<file path="src/rtl/codec_pd_ctl_pkg.sv">
package codec_pd_ctl_pkg;

    localparam int WORD_W = 8;

    typedef enum logic [1:0] {
        MODE_DIRECT     = 2'b00,
        MODE_SINGLE     = 2'b01,
        MODE_DUAL       = 2'b10,
        MODE_DIRECT_ALT = 2'b11
    } ctl_mode_e;

    typedef struct packed {
        logic [1:0] pd_cmd;
        logic [5:0] gain;
    } gain_reg_t;

    localparam gain_reg_t GAIN_RST = '{pd_cmd: 2'b11, gain: 6'd0};
    localparam logic [5:0] SIDE_RST = 6'd0;

    localparam logic [2:0] PATH_TX    = 3'b101;
    localparam logic [2:0] PATH_RX    = 3'b110;
    localparam logic [2:0] PATH_CODEC = 3'b111;

    function automatic logic is_reg_mode(ctl_mode_e m);
        return (m == MODE_SINGLE) || (m == MODE_DUAL);
    endfunction

    function automatic logic [2:0] path_onehot(logic [2:0] sel);
        case (sel)
            PATH_TX:    return 3'b001;
            PATH_RX:    return 3'b010;
            PATH_CODEC: return 3'b100;
            default:    return 3'b000;
        endcase
    endfunction

endpackage

</file>
<file path="src/rtl/ccs_dclk_sync.sv">
module ccs_dclk_sync #(
    parameter int STAGES = 2
) (
    input  logic clk,
    input  logic rst,
    input  logic dclk_in,
    output logic rise,
    output logic fall
);
    logic [STAGES:0] pipe;

    always_ff @(posedge clk) begin
        if (rst) pipe <= '0;
        else     pipe <= {pipe[STAGES-1:0], dclk_in};
    end

    assign rise = pipe[STAGES-1] & ~pipe[STAGES];
    assign fall = ~pipe[STAGES-1] & pipe[STAGES];
endmodule

</file>
<file path="src/rtl/ccs_loss_det.sv">
module ccs_loss_det #(
    parameter int LOSS_CYC = 81
) (
    input  logic clk,
    input  logic rst,
    input  logic fall,
    output logic lost
);
    localparam int CW = $clog2(LOSS_CYC + 1);
    localparam logic [CW-1:0] LIMIT = CW'(LOSS_CYC);

    logic [CW-1:0] cnt;

    always_ff @(posedge clk) begin
        if (rst || fall)    cnt <= '0;
        else if (cnt != LIMIT) cnt <= cnt + 1'b1;
    end

    assign lost = (cnt == LIMIT);
endmodule

</file>
<file path="src/rtl/ccs_serial_rx.sv">
module ccs_serial_rx
    import codec_pd_ctl_pkg::*;
#(
    parameter int STUCK_BITS = 8
) (
    input  logic              clk,
    input  logic              rst,
    input  logic              hold,
    input  logic              rise,
    input  logic              frame_n,
    input  logic              ctl_in,
    input  ctl_mode_e         mode,
    output logic              wr_a,
    output logic              wr_b,
    output logic [WORD_W-1:0] wr_data,
    output logic              stuck
);
    localparam int BCW = $clog2(2 * WORD_W + 1);
    localparam logic [BCW-1:0] LAST_A = BCW'(WORD_W - 1);
    localparam logic [BCW-1:0] LAST_B = BCW'(2 * WORD_W - 1);
    localparam logic [BCW-1:0] BIT_MAX = BCW'(2 * WORD_W);
    localparam int HCW = $clog2(STUCK_BITS + 1);
    localparam logic [HCW-1:0] HI_MAX = HCW'(STUCK_BITS);

    logic [WORD_W-1:0] shreg;
    logic [BCW-1:0]    bit_cnt;
    logic [HCW-1:0]    hi_cnt;
    logic              reg_mode;
    logic              take;

    assign reg_mode = is_reg_mode(mode);
    assign take     = rise && !frame_n && reg_mode && !hold && (bit_cnt != BIT_MAX);
    assign wr_data  = {shreg[WORD_W-2:0], ctl_in};
    assign wr_a     = take && (bit_cnt == LAST_A);
    assign wr_b     = take && (bit_cnt == LAST_B) && (mode == MODE_DUAL);

    always_ff @(posedge clk) begin
        if (rst || hold || frame_n) begin
            bit_cnt <= '0;
            shreg   <= '0;
        end else if (take) begin
            shreg   <= wr_data;
            bit_cnt <= bit_cnt + 1'b1;
        end
    end

    always_ff @(posedge clk) begin
        if (rst || hold || reg_mode) hi_cnt <= '0;
        else if (rise) begin
            if (!ctl_in)              hi_cnt <= '0;
            else if (hi_cnt != HI_MAX) hi_cnt <= hi_cnt + 1'b1;
        end
    end

    assign stuck = (hi_cnt == HI_MAX);
endmodule

</file>
<file path="src/rtl/codec_pd_ctl.sv">
module codec_pd_ctl
    import codec_pd_ctl_pkg::*;
#(
    parameter int REF_KHZ    = 4096,
    parameter int LOSS_US    = 20,
    parameter int HOLD_CYC   = 25,
    parameter int STUCK_BITS = 8,
    parameter int SYNC_STAGES = 2
) (
    input  logic       ref_clk,
    input  logic       rst,
    input  logic       dclk,
    input  logic       frame_n,
    input  logic       ctl_in,
    input  logic [1:0] mode_sel,
    output logic [5:0] gain_adj,
    output logic [5:0] sd_out,
    output logic [2:0] test_en,
    output logic       pwr_down,
    output logic       dso_oe,
    output logic       core_clk_en,
    output logic       ana_en
);
    localparam int LOSS_CYC = REF_KHZ * LOSS_US / 1000;
    localparam int HW = $clog2(HOLD_CYC + 1);
    localparam logic [HW-1:0] HOLD_END = HW'(HOLD_CYC);

    logic              d_rise, d_fall;
    logic              lost, stuck, wr_a, wr_b;
    logic [WORD_W-1:0] wr_data;
    logic [HW-1:0]     hold_cnt;
    logic              in_hold;
    gain_reg_t         reg_a;
    logic [5:0]        reg_b;

    ccs_dclk_sync #(.STAGES(SYNC_STAGES)) u_sync (
        .clk(ref_clk), .rst(rst), .dclk_in(dclk), .rise(d_rise), .fall(d_fall)
    );

    ccs_loss_det #(.LOSS_CYC(LOSS_CYC)) u_loss (
        .clk(ref_clk), .rst(rst), .fall(d_fall), .lost(lost)
    );

    ccs_serial_rx #(.STUCK_BITS(STUCK_BITS)) u_rx (
        .clk(ref_clk), .rst(rst), .hold(in_hold), .rise(d_rise),
        .frame_n(frame_n), .ctl_in(ctl_in), .mode(ctl_mode_e'(mode_sel)),
        .wr_a(wr_a), .wr_b(wr_b), .wr_data(wr_data), .stuck(stuck)
    );

    always_ff @(posedge ref_clk) begin
        if (rst)                               hold_cnt <= '0;
        else if (d_rise && hold_cnt != HOLD_END) hold_cnt <= hold_cnt + 1'b1;
    end
    assign in_hold = (hold_cnt != HOLD_END);

    always_ff @(posedge ref_clk) begin
        if (rst || in_hold || lost) begin
            reg_a <= GAIN_RST;
            reg_b <= SIDE_RST;
        end else begin
            if (wr_a) reg_a <= gain_reg_t'(wr_data);
            if (wr_b) reg_b <= wr_data[5:0];
        end
    end

    assign pwr_down    = in_hold | lost | stuck | (reg_a.pd_cmd == 2'b11);
    assign gain_adj    = reg_a.gain;
    assign sd_out      = reg_b;
    assign test_en     = path_onehot(reg_b[2:0]);
    assign dso_oe      = ~pwr_down;
    assign core_clk_en = ~pwr_down;
    assign ana_en      = ~pwr_down;
endmodule

</file>
<file path="config.mk">
export PLATFORM = sky130hd
export DESIGN_NAME = codec_pd_ctl
export DESIGN_NICKNAME = d
export VERILOG_FILES = /design/src/rtl/codec_pd_ctl_pkg.sv /design/src/rtl/ccs_dclk_sync.sv /design/src/rtl/ccs_loss_det.sv /design/src/rtl/ccs_serial_rx.sv /design/src/rtl/codec_pd_ctl.sv
export SDC_FILE = /design/constraint.sdc
export NUM_CORES = 1
export LEC_CHECK = 0
export ABC_CLOCK_PERIOD_IN_PS = 2650
export BUFFER_PORTS_ARGS = -buffer_cell sky130_fd_sc_hd__clkbuf_2
export CAP_MARGIN = 20
export CORE_MARGIN = 4
export CORE_UTILIZATION = 51
export CTS_CLUSTER_SIZE = 24
export DETAILED_ROUTE_END_ITERATION = 6
export GPL_TIMING_DRIVEN = 0
export PLACE_DENSITY = 0.71
export REMOVE_ABC_BUFFERS = 1
export SYNTH_ARGS = -nofsm -noshare
export SYNTH_HDL_FRONTEND = slang
export SYNTH_SLANG_ARGS = --single-unit
</file>
<file path="constraint.sdc">
create_clock -name ref_clk -period 2.65 [get_ports ref_clk]
set_input_delay 0.3975 -clock ref_clk [delete_from_list [all_inputs] [get_ports ref_clk]]
set_output_delay 0.3975 -clock ref_clk [all_outputs]
set_load 0.1 [all_outputs]
</file>
==> flow_summary.yaml <==
sta:
  timing.clock.skew_ps: 5.55
  tns_ps: 0
  slew_violations: 0
  finalWorstPathRequiredPeriod_ps: 2490
  setup-violations-final: 0
  setup_repair_after_global_routing_missed_its_margin: "no"
  fmax_mhz: 401
  hold_viol: 0
  tightest_slew_ps: 974
  finalHoldWorstSlack_ps: 313
  layout_worst_path_cycle_share_pct: 94.1
  slew_headroom_pct: 34.7
critical_path:
  worst_path_max_delay_cell: "sky130_fd_sc_hd__or4b_4"
  cp.required_ps: 2250
  worst_setup_path_start_kind: "flop"
  timing_worst_setup_path_type: "reg2out"
  worst-path-max-fanout: 18
  category_of_cells_accounting_for_the_largest_share_of_critical_path_delay: "simple AND/OR/NAND/NOR gates"
  crit_path_end_kind: "primary output"
  critPathMaxStageDelay_ps: 670
  cp.buffers_inverters: 1
  cell_chain_of_the_critical_path: "or4b_4 -> nor2_2 -> a2111o_1 -> clkbuf_4"
  crit_arrival_ps: 2100
synth:
  netlist.top_cell.by_area: "sky130_fd_sc_hd__dfxtp_1"
  synth-seq-area-share_pct: 39.3
  synth_adder_area_share_pct: 5.46
  yosys.cell_types.count: 47
  yosysTopAreaCellShare_pct: 39.3
  top_post_synthesis_cells_by_count: "45 x sky130_fd_sc_hd__dfxtp_1, 18 x sky130_fd_sc_hd__nand3_1, 17 x sky130_fd_sc_hd__a21oi_1"
  synthTopCellsByArea: "sky130_fd_sc_hd__dfxtp_1 39%, sky130_fd_sc_hd__mux2i_1 7.0%, sky130_fd_sc_hd__ha_1 5.5%"
  synth.ff_latch_count: 45
  synth_top_family_by_area: "simple AND/OR/NAND/NOR gates"
  simple_gate_portion_of_the_synthesized_area_pct: 20.8
  fraction_of_synthesis_flops_using_an_asynchronous_set_or_reset_pin_pct: 0
  number_of_enable_flip_flop_cells_after_synthesis: 0
  synthesis.area_um2: 2290
  synth-xor-area-share_pct: 1.15
  syn-mean-instance-area_um2: 9.12
  ys.flop_type: "sky130_fd_sc_hd__dfxtp_1"
  syn_inst: 251
  synth-compound-area-share_pct: 18.3
  yosysMostFrequentCell: "sky130_fd_sc_hd__dfxtp_1"
  post_synth_mux_area_share_pct: 6.99
  synth.yosys.warnings: 0
floorplan:
  initial_core_util_pct: 52.6
  floorplan.die_area_um2: 5630
  floorplan.die.width_um: 75.0
  die_y_um: 75.0
  boundaryPins: 26
  std_cell_rows: 24
  area_of_the_core_region_um2: 4350
global_routing:
  grt.total_usage_pct: 18.1
  antenna_found_initial: 0
  pin_count_of_the_biggest_net_entering_global_routing: 26
  grt.overflow.total: 0
  global_route_wire_length_before_repair_mm: 7.84
  first_global_vias: 1722
placed_design:
  total_of_buffers_placed_on_input_and_output_ports: 25
  globalplace.congestion: 0.812
  dp_hpwl_mm: 3.18
cts:
  cts_max_level: 2
  ctsLongestPathBuffers: 2
  cts.sink_count: 45
  clockRootBuffer: "sky130_fd_sc_hd__clkbuf_8"
  clock_network_latency_to_the_later_pin_of_the_worst_skew_pair_ps: 290
  cts_hold_buffers: 0
  tritoncts: "yes"
  cts_buffers: 5
  clk_pin_slew_ps: 80
final_layout:
  final_layout_size_suffix_gt1_share_pct: 16.1
  syn2layout_area_growth_pct: 9.29
  antenna_cells_inserted: 0
  finish.net_count: 277
routing:
  wl_per_cell_um: 14.7
  drtAntennaViolNets: 0
  drt_pre_antenna_iters: 5
  detail_route.vias_per_cell: 6.06
  detail_route.iter0.violations: 66
  post-route-drc-count: 0
  finalWirelength_mm: 4.60
  dr_total_vias: 1898
power_and_ir_drop:
  peakVddDrop_v: 0.000234
  pwr_density_cell_nw_per_um2: 455
  p_leak_nw: 0.872
run_status:
  result_of_the_run: "finished clean"
min_path:
  holdCritPathClass: "in2reg"
job:
  drv_cap: 0
[final timing paths]
check / startpoint / end / slack (ps) / depth (start not counted)
max reg2reg: hold_cnt[0] / u_rx.shreg[2] / 440 / 5
max: u_loss.cnt[2] / pwr_down / 160 / 4
min: dclk / u_sync.pipe[0] / 310 / 2
min reg2reg: u_sync.pipe[0] / u_sync.pipe[1] / 450 / 1
[metrics by stage]
step | utilization [%] | std cells | cell area [um2] | total power (W) | setup slack (ps)
after floorplan | - | 225 | 2150 | 0.000735 | -12550
after global placement | 53.8 | 302 | 2340 | 0.000751 | -459
after detailed placement | 54.3 | 304 | 2370 | 0.000753 | -398
after CTS | 56.9 | 313 | 2480 | 0.00116 | 54.5
after global routing | 57.5 | 313 | 2500 | 0.00119 | 15.1
final | 57.5 | 313 | 2500 | 0.00114 | 156
[worst reg2reg max path, cell delays in order (launching register included)]
cell	delay, ps
sky130_fd_sc_hd__dfxtp_1	400
sky130_fd_sc_hd__ha_1	180
sky130_fd_sc_hd__nand4b_1	200
sky130_fd_sc_hd__buf_4	270
sky130_fd_sc_hd__nor3_2	820
sky130_fd_sc_hd__mux2i_1	270
[timing repair]
action                                  in CTS  in global routing
endpoints found under the setup margin       4                  3
buffers inserted                             1                  0
gates resized for setup                      9                  7
pin swaps                                    0                  0
[flip-flops by register name, indices dropped and copies added, names as in the netlist]
register and cells:
u_loss.cnt 7, u_rx.shreg 7, gain_adj 6, sd_out 6
hold_cnt 5, u_rx.bit_cnt 5, u_rx.hi_cnt 4, u_sync.pipe 3
reg_a 2
[cells in the final DEF (no fill, tap or decap), types with 3 or more instances in the layout]
cell type / n
sky130_fd_sc_hd__inv_1: 12
sky130_fd_sc_hd__a211oi_1: 4
sky130_fd_sc_hd__nor4_1: 3
sky130_fd_sc_hd__clkbuf_2: 21
sky130_fd_sc_hd__dfxtp_1: 45
sky130_fd_sc_hd__nor3_1: 6
sky130_fd_sc_hd__nand2_1: 8
sky130_fd_sc_hd__a21oi_1: 17
sky130_fd_sc_hd__or3_1: 6
sky130_fd_sc_hd__clkbuf_1: 3
sky130_fd_sc_hd__buf_6: 3
sky130_fd_sc_hd__nand4_1: 6
sky130_fd_sc_hd__mux2i_1: 16
sky130_fd_sc_hd__o2111ai_1: 13
sky130_fd_sc_hd__nor2_1: 5
sky130_fd_sc_hd__clkbuf_8: 5
sky130_fd_sc_hd__ha_1: 10
sky130_fd_sc_hd__nand3_1: 18
sky130_fd_sc_hd__nor2b_1: 4
sky130_fd_sc_hd__o31ai_1: 8
sky130_fd_sc_hd__o21ai_0: 8
[layout make-up]
type / count / area (um2)
flip-flops and latches: 45 / 901
repair buffers: 28 / 174
inverters: 12 / 45.0
well taps: 52 / 65.1
fillers: 388 / 1850
multi-input cells: 168 / 1240
clock buffers: 8 / 80.1
[metal layers]
metal  GRT usage [%]  up-vias  part of all wire (%)
met4            5.93        0                   1.3
met3            4.41        7                   4.3
met5               0        -                     0
met2            29.1       30                    46
li1                -      964                     -
met1            23.7      897                    48
[where the power goes]
part           switching (W)  total [W]  internal (W)
Clock               0.000214   0.000401      0.000187
Sequential        0.00000731   0.000690      0.000683
Combinational      0.0000289  0.0000464     0.0000175
Total               0.000250    0.00114      0.000888
[cells by family (layout without fill, tap and decap cells)]
group	Yosys count	after routing
AO/OA/AOI/OAI	61	61
XOR/XNOR	3	3
adder cells (fa/ha/maj)	10	10
buffers and inverters	38	48
flip-flops	45	45
multiplexers	16	16
AND/OR/NAND/NOR	78	78
No activity file was read; power rests on OpenSTA's default activity.
